--- config.mk ---
export PLATFORM = sky130hd
export DESIGN_NAME = hub_link_router
export DESIGN_NICKNAME = d
export VERILOG_FILES = /design/src/rtl/hub_pkg.sv /design/src/rtl/hub_ctrl_regs.sv /design/src/rtl/hub_addr_router.sv /design/src/rtl/hub_link_router.sv
export SDC_FILE = /design/constraint.sdc
export NUM_CORES = 1
export LEC_CHECK = 0
export ABC_AREA = 1
export CELL_PAD_IN_SITES_DETAIL_PLACEMENT = 1
export CELL_PAD_IN_SITES_GLOBAL_PLACEMENT = 1
export CORE_UTILIZATION = 38
export CTS_BUF_LIST = sky130_fd_sc_hd__clkbuf_4
export DETAILED_ROUTE_END_ITERATION = 8
export PLACE_DENSITY_LB_ADDON = 0.1
export SYNTH_ARGS = -nofsm -noshare
export SYNTH_HDL_FRONTEND = slang
export SYNTH_HIERARCHICAL = 1
export SYNTH_SLANG_ARGS = --single-unit
--- constraint.sdc ---
create_clock -name clk -period 2.7 [get_ports clk]
set_input_delay 0.27 -clock clk [delete_from_list [all_inputs] [get_ports clk]]
set_output_delay 0.27 -clock clk [all_outputs]
set_load 0.05 [all_outputs]
--- src/rtl/hub_pkg.sv ---
package hub_pkg;
  localparam int HUB_ADDR_W = 23;
  localparam int WIN_SHIFT  = 19;
  localparam int IDX_W      = HUB_ADDR_W - WIN_SHIFT;
  localparam int MAX_LINKS  = 8;

  localparam logic [WIN_SHIFT-1:0] OFF_MODE  = 19'h00000;
  localparam logic [WIN_SHIFT-1:0] OFF_DELAY = 19'h00004;
  localparam logic [WIN_SHIFT-1:0] OFF_CRATE = 19'h00008;
  localparam logic [WIN_SHIFT-1:0] OFF_ENRD  = 19'h00010;
  localparam logic [WIN_SHIFT-1:0] OFF_ENSET = 19'h00018;
  localparam logic [WIN_SHIFT-1:0] OFF_ENCLR = 19'h00020;
  localparam logic [WIN_SHIFT-1:0] OFF_EADDR = 19'h00070;
  localparam logic [WIN_SHIFT-1:0] OFF_VER   = 19'h00074;
  localparam logic [WIN_SHIFT-1:0] OFF_PRST  = 19'h000D0;
  localparam logic [WIN_SHIFT-1:0] OFF_ESTAT = 19'h001D0;
  localparam logic [WIN_SHIFT-1:0] OFF_ECTL  = 19'h002E0;

  localparam logic [WIN_SHIFT-1:0] BRK_OFF  = 19'h00004;
  localparam logic [31:0]          BRK_WORD = 32'hC0DE_0000;

  localparam logic [31:0] MODE_MASK = 32'hDFFF_FF10;
  localparam logic [31:0] ECTL_MASK = 32'h0000_C000;

  // Enable-word bit that stands for a link (MSB-first).
  function automatic logic [31:0] link_bit(input int n);
    return 32'h8000_0000 >> n;
  endfunction

  // Mask of enable bits that correspond to implemented links.
  function automatic logic [31:0] impl_mask(input int nlinks);
    return ~(32'hFFFF_FFFF >> nlinks);
  endfunction
endpackage

--- src/rtl/hub_ctrl_regs.sv ---
module hub_ctrl_regs
  import hub_pkg::*;
#(
  parameter int          NLINKS     = 8,
  parameter logic [7:0]  VERSION_ID = 8'h21
) (
  input  logic                 clk,
  input  logic                 rst_n,
  input  logic                 acc,
  input  logic                 wr,
  input  logic [WIN_SHIFT-1:0] off,
  input  logic [31:0]          wdata,
  input  logic [NLINKS-1:0]    plug_det,
  input  logic                 deny_evt,
  input  logic [31:0]          deny_addr,
  output logic [31:0]          rdata,
  output logic [NLINKS-1:0]    link_en,
  output logic                 rst_masters_p,
  output logic                 rst_links_p,
  output logic                 clr_parity_p,
  output logic                 br_gen_p,
  output logic                 br_err_p
);
  localparam logic [31:0] EN_IMPL = impl_mask(NLINKS);
  localparam logic [7:0]  NL8     = 8'(NLINKS);

  logic [31:0] mode_q, delay_q, crate_q, ectl_q, en_q, eaddr_q;
  logic        eflag_q;
  logic [31:0] plug_vec;

  logic wr_hit;
  logic sel_mode, sel_delay, sel_crate, sel_set, sel_clr, sel_prst, sel_estat, sel_ectl;
  logic rst_regs_evt, err_clr_evt;

  assign wr_hit    = acc && wr;
  assign sel_mode  = (off == OFF_MODE);
  assign sel_delay = (off == OFF_DELAY);
  assign sel_crate = (off == OFF_CRATE);
  assign sel_set   = (off == OFF_ENSET);
  assign sel_clr   = (off == OFF_ENCLR);
  assign sel_prst  = (off == OFF_PRST);
  assign sel_estat = (off == OFF_ESTAT);
  assign sel_ectl  = (off == OFF_ECTL);

  assign rst_regs_evt = wr_hit && sel_prst && wdata[27];
  assign err_clr_evt  = wr_hit && sel_estat && (wdata[31] || wdata[30]);

  genvar gi;
  generate
    for (gi = 0; gi < 32; gi++) begin : g_plug
      if (gi < NLINKS) begin : g_on
        assign plug_vec[31-gi] = plug_det[gi];
        assign link_en[gi]     = en_q[31-gi];
      end else begin : g_off
        assign plug_vec[31-gi] = 1'b0;
      end
    end
  endgenerate

  always_ff @(posedge clk) begin
    if (!rst_n) begin
      mode_q  <= '0;
      delay_q <= '0;
      crate_q <= '0;
      ectl_q  <= '0;
      en_q    <= '0;
    end else begin
      if (wr_hit && sel_crate) crate_q <= wdata;
      if (rst_regs_evt) begin
        mode_q  <= '0;
        delay_q <= '0;
        ectl_q  <= '0;
        en_q    <= '0;
      end else if (wr_hit) begin
        if (sel_mode)  mode_q  <= wdata & MODE_MASK;
        if (sel_delay) delay_q <= wdata;
        if (sel_ectl)  ectl_q  <= wdata & ECTL_MASK;
        if (sel_set)   en_q    <= en_q | (wdata & EN_IMPL);
        if (sel_clr)   en_q    <= en_q & ~wdata;
      end
    end
  end

  always_ff @(posedge clk) begin
    if (!rst_n) begin
      eflag_q <= 1'b0;
      eaddr_q <= '0;
    end else if (err_clr_evt) begin
      eflag_q <= 1'b0;
      eaddr_q <= '0;
    end else if (deny_evt) begin
      eflag_q <= 1'b1;
      eaddr_q <= deny_addr;
    end
  end

  always_ff @(posedge clk) begin
    if (!rst_n) begin
      rst_masters_p <= 1'b0;
      rst_links_p   <= 1'b0;
      clr_parity_p  <= 1'b0;
      br_gen_p      <= 1'b0;
      br_err_p      <= 1'b0;
    end else begin
      rst_masters_p <= wr_hit && sel_prst  && wdata[29];
      rst_links_p   <= wr_hit && sel_prst  && wdata[28];
      clr_parity_p  <= wr_hit && sel_prst  && wdata[26];
      br_gen_p      <= wr_hit && sel_estat && wdata[31];
      br_err_p      <= wr_hit && sel_estat && wdata[30];
    end
  end

  always_comb begin
    case (off)
      OFF_MODE:  rdata = mode_q;
      OFF_DELAY: rdata = delay_q;
      OFF_CRATE: rdata = crate_q;
      OFF_ENRD:  rdata = en_q;
      OFF_ENSET: rdata = plug_vec;
      OFF_EADDR: rdata = eaddr_q;
      OFF_VER:   rdata = {16'h0, NL8, VERSION_ID};
      OFF_ESTAT: rdata = {eflag_q, 31'h0};
      OFF_ECTL:  rdata = ectl_q;
      default:   rdata = '0;
    endcase
  end

  a_r10_regs_cleared: assert property (@(posedge clk) disable iff (!rst_n)
    rst_regs_evt |=> (mode_q == '0 && delay_q == '0 && ectl_q == '0 && en_q == '0));

  a_r3_clear_takes: assert property (@(posedge clk) disable iff (!rst_n)
    (wr_hit && sel_clr) |=> ((en_q & $past(wdata)) == '0));

  a_r7_deny_flags: assert property (@(posedge clk) disable iff (!rst_n)
    (deny_evt && !err_clr_evt) |=> (eflag_q && eaddr_q == $past(deny_addr)));

  a_r11_err_cleared: assert property (@(posedge clk) disable iff (!rst_n)
    err_clr_evt |=> (!eflag_q && eaddr_q == '0));

  a_r9_pulse_from_write: assert property (@(posedge clk) disable iff (!rst_n)
    (rst_masters_p || rst_links_p || clr_parity_p) |-> $past(wr_hit && sel_prst));
endmodule

--- src/rtl/hub_addr_router.sv ---
module hub_addr_router
  import hub_pkg::*;
#(
  parameter int NLINKS = 8
) (
  input  logic                  clk,
  input  logic                  rst_n,
  input  logic                  up_valid,
  output logic                  up_ready,
  input  logic                  up_write,
  input  logic [HUB_ADDR_W-1:0] up_addr,
  input  logic [31:0]           up_wdata,
  output logic                  rsp_valid,
  output logic                  rsp_err,
  output logic [31:0]           rsp_rdata,
  input  logic [31:0]           reg_rdata,
  input  logic [NLINKS-1:0]     link_en,
  output logic                  reg_acc,
  output logic                  deny_evt,
  output logic [NLINKS-1:0]     dn_valid,
  input  logic [NLINKS-1:0]     dn_ready,
  output logic                  dn_write,
  output logic [WIN_SHIFT-1:0]  dn_addr,
  output logic [31:0]           dn_wdata,
  input  logic [31:0]           dn_rdata,
  output logic [NLINKS-1:0]     dn_break
);
  localparam int NWIN = 1 << IDX_W;

  logic [IDX_W-1:0]     win_idx, link_num, cur_link_q;
  logic [WIN_SHIFT-1:0] win_off;
  logic [NWIN-1:0]      en_pad, rdy_pad;
  logic is_reg, granted, is_brk, acc;
  logic fwd_evt, brk_evt, dn_hs;
  logic busy_q;

  assign win_idx  = up_addr[HUB_ADDR_W-1:WIN_SHIFT];
  assign win_off  = up_addr[WIN_SHIFT-1:0];
  assign link_num = win_idx - IDX_W'(1);
  assign is_reg   = (win_idx == '0);
  assign en_pad   = NWIN'(link_en);
  assign rdy_pad  = NWIN'(dn_ready);
  assign granted  = en_pad[link_num];
  assign is_brk   = up_write && (win_off == BRK_OFF) && (up_wdata == BRK_WORD);

  assign up_ready = !busy_q;
  assign acc      = up_valid && up_ready;
  assign reg_acc  = acc && is_reg;
  assign deny_evt = acc && !is_reg && !granted;
  assign fwd_evt  = acc && !is_reg && granted && !is_brk;
  assign brk_evt  = acc && !is_reg && granted && is_brk;
  assign dn_hs    = busy_q && rdy_pad[cur_link_q];

  genvar gi;
  generate
    for (gi = 0; gi < NLINKS; gi++) begin : g_link
      assign dn_valid[gi] = busy_q && (cur_link_q == IDX_W'(gi));
      always_ff @(posedge clk) begin
        if (!rst_n) dn_break[gi] <= 1'b0;
        else        dn_break[gi] <= brk_evt && (link_num == IDX_W'(gi));
      end
    end
  endgenerate

  always_ff @(posedge clk) begin
    if (!rst_n) begin
      busy_q     <= 1'b0;
      cur_link_q <= '0;
      dn_write   <= 1'b0;
      dn_addr    <= '0;
      dn_wdata   <= '0;
    end else if (fwd_evt) begin
      busy_q     <= 1'b1;
      cur_link_q <= link_num;
      dn_write   <= up_write;
      dn_addr    <= win_off;
      dn_wdata   <= up_wdata;
    end else if (dn_hs) begin
      busy_q <= 1'b0;
    end
  end

  always_ff @(posedge clk) begin
    if (!rst_n) begin
      rsp_valid <= 1'b0;
      rsp_err   <= 1'b0;
      rsp_rdata <= '0;
    end else begin
      rsp_valid <= reg_acc || deny_evt || brk_evt || dn_hs;
      rsp_err   <= deny_evt;
      if (dn_hs)                     rsp_rdata <= dn_write ? 32'h0 : dn_rdata;
      else if (reg_acc && !up_write) rsp_rdata <= reg_rdata;
      else                           rsp_rdata <= '0;
    end
  end

  a_r6_one_link: assert property (@(posedge clk) disable iff (!rst_n)
    $onehot0(dn_valid));

  a_r6_hold_until_ready: assert property (@(posedge clk) disable iff (!rst_n)
    ((dn_valid != '0) && ((dn_valid & dn_ready) == '0)) |=>
      ($stable(dn_valid) && $stable(dn_addr) && $stable(dn_wdata) && $stable(dn_write)));

  a_r7_err_not_forwarded: assert property (@(posedge clk) disable iff (!rst_n)
    rsp_err |-> (dn_valid == '0 && dn_break == '0));

  a_r8_break_enabled: assert property (@(posedge clk) disable iff (!rst_n)
    $onehot0(dn_break) && ((dn_break & ~link_en) == '0));

  a_r12_rsp_has_cause: assert property (@(posedge clk) disable iff (!rst_n)
    rsp_valid |-> $past(acc || dn_hs));
endmodule

--- src/rtl/hub_link_router.sv ---
module hub_link_router
  import hub_pkg::*;
#(
  parameter int         NLINKS     = 8,
  parameter logic [7:0] VERSION_ID = 8'h21
) (
  input  logic                  clk,
  input  logic                  rst_n,
  input  logic                  up_valid,
  output logic                  up_ready,
  input  logic                  up_write,
  input  logic [HUB_ADDR_W-1:0] up_addr,
  input  logic [31:0]           up_wdata,
  output logic                  up_rsp_valid,
  output logic                  up_rsp_err,
  output logic [31:0]           up_rdata,
  input  logic [NLINKS-1:0]     plug_det,
  output logic [NLINKS-1:0]     link_en,
  output logic [NLINKS-1:0]     dn_valid,
  input  logic [NLINKS-1:0]     dn_ready,
  output logic                  dn_write,
  output logic [WIN_SHIFT-1:0]  dn_addr,
  output logic [31:0]           dn_wdata,
  input  logic [31:0]           dn_rdata,
  output logic [NLINKS-1:0]     dn_break,
  output logic                  rst_masters,
  output logic                  rst_links,
  output logic                  clr_parity,
  output logic                  bridge_gen_rst,
  output logic                  bridge_err_rst
);
  logic        reg_acc, deny_evt;
  logic [31:0] reg_rdata;

  hub_addr_router #(.NLINKS(NLINKS)) u_router (
    .clk       (clk),
    .rst_n     (rst_n),
    .up_valid  (up_valid),
    .up_ready  (up_ready),
    .up_write  (up_write),
    .up_addr   (up_addr),
    .up_wdata  (up_wdata),
    .rsp_valid (up_rsp_valid),
    .rsp_err   (up_rsp_err),
    .rsp_rdata (up_rdata),
    .reg_rdata (reg_rdata),
    .link_en   (link_en),
    .reg_acc   (reg_acc),
    .deny_evt  (deny_evt),
    .dn_valid  (dn_valid),
    .dn_ready  (dn_ready),
    .dn_write  (dn_write),
    .dn_addr   (dn_addr),
    .dn_wdata  (dn_wdata),
    .dn_rdata  (dn_rdata),
    .dn_break  (dn_break)
  );

  hub_ctrl_regs #(.NLINKS(NLINKS), .VERSION_ID(VERSION_ID)) u_regs (
    .clk           (clk),
    .rst_n         (rst_n),
    .acc           (reg_acc),
    .wr            (up_write),
    .off           (up_addr[WIN_SHIFT-1:0]),
    .wdata         (up_wdata),
    .plug_det      (plug_det),
    .deny_evt      (deny_evt),
    .deny_addr     (32'(up_addr)),
    .rdata         (reg_rdata),
    .link_en       (link_en),
    .rst_masters_p (rst_masters),
    .rst_links_p   (rst_links),
    .clr_parity_p  (clr_parity),
    .br_gen_p      (bridge_gen_rst),
    .br_err_p      (bridge_err_rst)
  );
endmodule

# == After elaboration in Yosys (flattened, before gate mapping) ==
# Index checks and enable logic that the tools add are counted.
# W data, S select, Z words.
# classes
n_addsub,1
magnitude_cmp,2
eq_ne,25
muxes,12
n_bitwise,4
reduce_logical,59
# ops
operator,n
$pmux W32 S9,1
$mux W32,5
$eq A19 B5 Y1 const B,2
$eq A19 B7 Y1 const B,2
$logic_and A1 B1 Y1,38
$and A32 B32 Y32,1
$eq A32 B32 Y1 const B,1
$eq A4 B3 Y1 const B,8
$not A32 Y32,1
$or A32 B32 Y32,1
$eq A19 B10 Y1 const B,1
$eq A19 B3 Y1 const B,1
$eq A19 B4 Y1 const B,1
$eq A19 B6 Y1 const B,1
$eq A19 B8 Y1 const B,1
$eq A19 B9 Y1 const B,1
$logic_not A19 Y1,1
$eq A4 B2 Y1 const B,4
$logic_not A4 Y1,3
$lt A4 B5 Y1 const B,2
$bmux W1 S4,2
$eq A4 B1 Y1 const B,2
$reduce_and A2 Y1,4
$logic_not A1 Y1,5
other kinds (6),14
# word_totals
register_bits,250
output_inout_bits,116
elab_cells,131

# == Longest topological paths before layout ==
# logic_depth
word_depth,8
ltp_mapped,15
mapped_depth_nobuf,13

# == Cells and area by module ==
# Netlist, hierarchy kept.
# modules_own_cells
module,instances,cells_each,area_each_um2
hub_ctrl_regs,1,1026,7244.4
hub_addr_router,1,695,4613.2
hub_link_router,1,1,3.8

# == Least setup slack after synthesis ==
# Ideal clock, no wire load.
# synth_timing
path_type,register -> output
start,register u_router.busy_q
end,output port dn_valid[1]
arrival_time_ns,2.124
required_ns,2.430
path_slack_ns,0.306
path_stages_with_launch,4
n_path_buf,1
cell_sequence,dfxtp_1 buf_2 clkinv_1 nor3_1
# synth_via
elab_chain_cells,1
# synth_lines
item,line_no,rtl
start: declaration,hub_addr_router.sv:35,logic busy_q;
start signal: assignment,hub_addr_router.sv:67,busy_q <= 1'b0;
start signal: assignment,hub_addr_router.sv:73,busy_q <= 1'b1;
start signal: assignment,hub_addr_router.sv:79,busy_q <= 1'b0;
$logic_and A1 B1 Y1,hub_addr_router.sv:57,assign dn_valid[gi] = busy_q && (cur_link_q == IDX_W'(gi));
end: declaration,hub_link_router.sv:19,"output logic [NLINKS-1:0] dn_valid,"
# No other way between the ends.

# == Worst setup path after layout ==
# Same ends and word-level chain as after synthesis.

==> metrics.yaml <==
status: "completed"
fin_crit_sh_pct: 92.28
crit_family: "buffers and inverters"
final_cell_mix: "nand2_1 (500), nor2_1 (274), dfxtp_1 (259)"
cp.depth: 4
syn_area_um2: 11860
arrival_ns: 2.22
placed_cells: 2333
num_vias: 12470
end_kind: "primary output"
wl_met2_um: 22190
dr_wl_met3_um: 2160
finClkSkew_ns: 0.05478
timing.final.ws_setup_ns: 0.2083
viasPerCell: 5.060
drive_above_1_share_pct: 12.34
place_ws_ns: -0.02156
syn_to_final_growth_pct: 33.48
fmax_mhz: 401.3
coreArea_um2: 30670
tns_ns: 0
die_width_um: 178.7
layout.cells.most_common: "nand2_1"
grt_pass1_wl_um: 70530
ys_ff_latch: 259
hold_ws_ns: 0.1647
critPathMaxFanout: 36
numCtsBuffers: 78
slew_violations: 0
synth_top_family_by_area: "simple AND/OR/NAND/NOR gates"
reg2reg_depth: 10
top_layer: "met4"
ant_nets: 0
yosysWarnings: 6
die-height_um: 178.7
synth-seq-area-share_pct: 43.71
rsz0062_at_grt: "false"
synth-simple-area-share_pct: 34.51
start_util_pct: 38.67
relSlewSlack_pct: 48.96
synth_fa_ha_area_share_pct: 0.5274
io_pins: 223
hpwl_um: 32830
cp_cell_sequence: "buf_6, clkinv_1, nor3_1, buf_12"
clockRootBuffer: "clkbuf_4"
r2r-end: "u_router/dn_addr[0]"
cp.required_ns: 2.43
drc: 0
nets: 2130
num_rows: 64
reg2reg_slack_ns: 0.71
antenna_found_initial: 1
cts_tree: "yes"
hold-path-endpoint: "u_router/rsp_rdata[24]"
path_class: "reg -> out"
cts.clk_slew.worst_paths_ns: 0.06
synthMuxAreaShare_pct: 2.700
grt_max_degree: 59
worstMarginPinSlew_ns: 0.7657
wirelength_um: 46010
instances_no_fill: 2464
finalWeightedCongestion: 0.8623
power_density_nw_per_um2: 557.2
avgSynthCellArea_um2: 6.888
cts_buffer_depth: 3
firstDrtPassIters: 5
peakVddDrop_mv: 0.2863
portBuffers: 222
setup_violations: 0
min_from: "dn_rdata[24]"
slowest_stage: "nor3_1"
post_drt_wl_per_cell_um: 18.67
grt_pass1_vias: 12800
met1_length_um: 19690
synth_compound_area_share_pct: 7.901
synth_xor_area_share_pct: 0.07384
synth_cell_type_count: 36
cts-htree-levels: 3
numClockSinks: 259
power_uw: 8821
hold_depth: 3
drv_cap: 0
grt_overflow: 0
leakagePower_uw: 0.006723
drt-initial-drc-count: 719
insertion_delay_ns: 0.70
cts_setup_buffers: 0
slowest_delay_ns: 0.39
start_kind: "register"
dieArea_um2: 31920
netlist_instances: 1722
hold_viol_final: 0
min_path_type: "in -> reg"
nFillCells: 3975
gr-usage-all-layers_pct: 29.05
period_needed_ns: 2.492
crit_buf_inv: 3
layout make-up:
cell class	count	area, um^2	share of cell area [%]
Antenna cell	1	2.502	0.01581
Clock buffer	114	855.8	5.405
Clock inverter	15	86.33	0.5453
Inverter	166	629.4	3.975
Multi-Input combinational cell	1202	5459	34.48
Sequential cell	259	5185	32.75
Tap cell	396	495.5	3.129
Timing Repair Buffer	311	3119	19.70
layer usage:
metal / GRT usage (%) / up-vias
met5: 0 / -
met1: 35.24 / 5961
li1: - / 6043
met4: 13.59 / 0
met2: 49.94 / 362
met3: 4.835 / 102
worst register-to-register path: cells and delay by family (launching register included):
| family | cells | cell delay, ns |
|---|---|---|
| buffers and inverters | 1 | 0.06 |
| DFF | 1 | 0.39 |
| and+or+nand+nor | 9 | 1.44 |
synth_stat cells, drive strengths merged:
library cell  number  share of area, %
nor2             289               9.9
nand4             61               3.3
o21ai             63               2.7
inv              163               5.2
nand2            508                16
conb               1             0.032
mux2i             32               2.7
clkinv             3              0.11
a21oi            122               5.2
buf               84               4.6
dfxtp            259                44
xnor2              1             0.074
nor3              11              0.56
ha                 5              0.53
and3               2              0.11
or2                1             0.053
clkbuf            19              0.61
nand3             98               4.3
sequential cells by signal, indices dropped and copies added (netlist names), 8 cells and up, named ones only:
register	flops
u_router/dn_addr	19
u_regs/delay_q	32
u_regs/mode_q	24
u_regs/en_q	24
u_router/rsp_rdata	32
u_router/dn_wdata	32
u_regs/crate_q	32
u_router/dn_break	8
u_regs/eaddr_q	32
kinds of logic (layout without fill, tap and decap cells):
kind of cell | Yosys count | in the layout
AND/OR/NAND/NOR | 970 | 970
buffers and inverters | 269 | 606
flip-flops | 259 | 259
AO/OA/AOI/OAI | 185 | 185
multiplexers | 32 | 32
adder cells (fa/ha/maj) | 5 | 5
other | 1 | 10
XOR/XNOR | 1 | 1
per-stage QoR:
step / area (um^2) / util, %
floorplan: 11890 / -
global placement: 14870 / 48.50
detailed placement: 14870 / 48.50
CTS: 15830 / 51.60
global route: 15830 / 51.62
finish: 15830 / 51.62
how the worst max path moves through the flow:
stage	slack [ns]	startpoint	to
after floorplan	0.31	u_router/busy_q	dn_valid[1]
after global placement	0.04	up_addr[4]	u_router/rsp_rdata[31]
after detailed placement	-0.02	up_addr[19]	u_router/dn_wdata[15]
after CTS	0.03	u_router/busy_q	dn_valid[5]
after global routing	0.008	u_router/busy_q	dn_valid[3]
final	0.21	u_router/busy_q	dn_valid[1]
power by group:
part	internal, uW	total, uW	leakage [uW]	switching, uW
Combinational	435	1130	0.00407	697
Clock	2000	3730	0.000559	1720
Sequential	3910	3960	0.00209	53.4
Total	6350	8820	0.00672	2470
what timing repair did:
action                                  CTS  global route
endpoints found under the hold margin     1             0
endpoints found under the setup margin    0             6
gates resized for setup                   0             1
hold buffers                              1             0
Power figures use the tool's default switching activity.
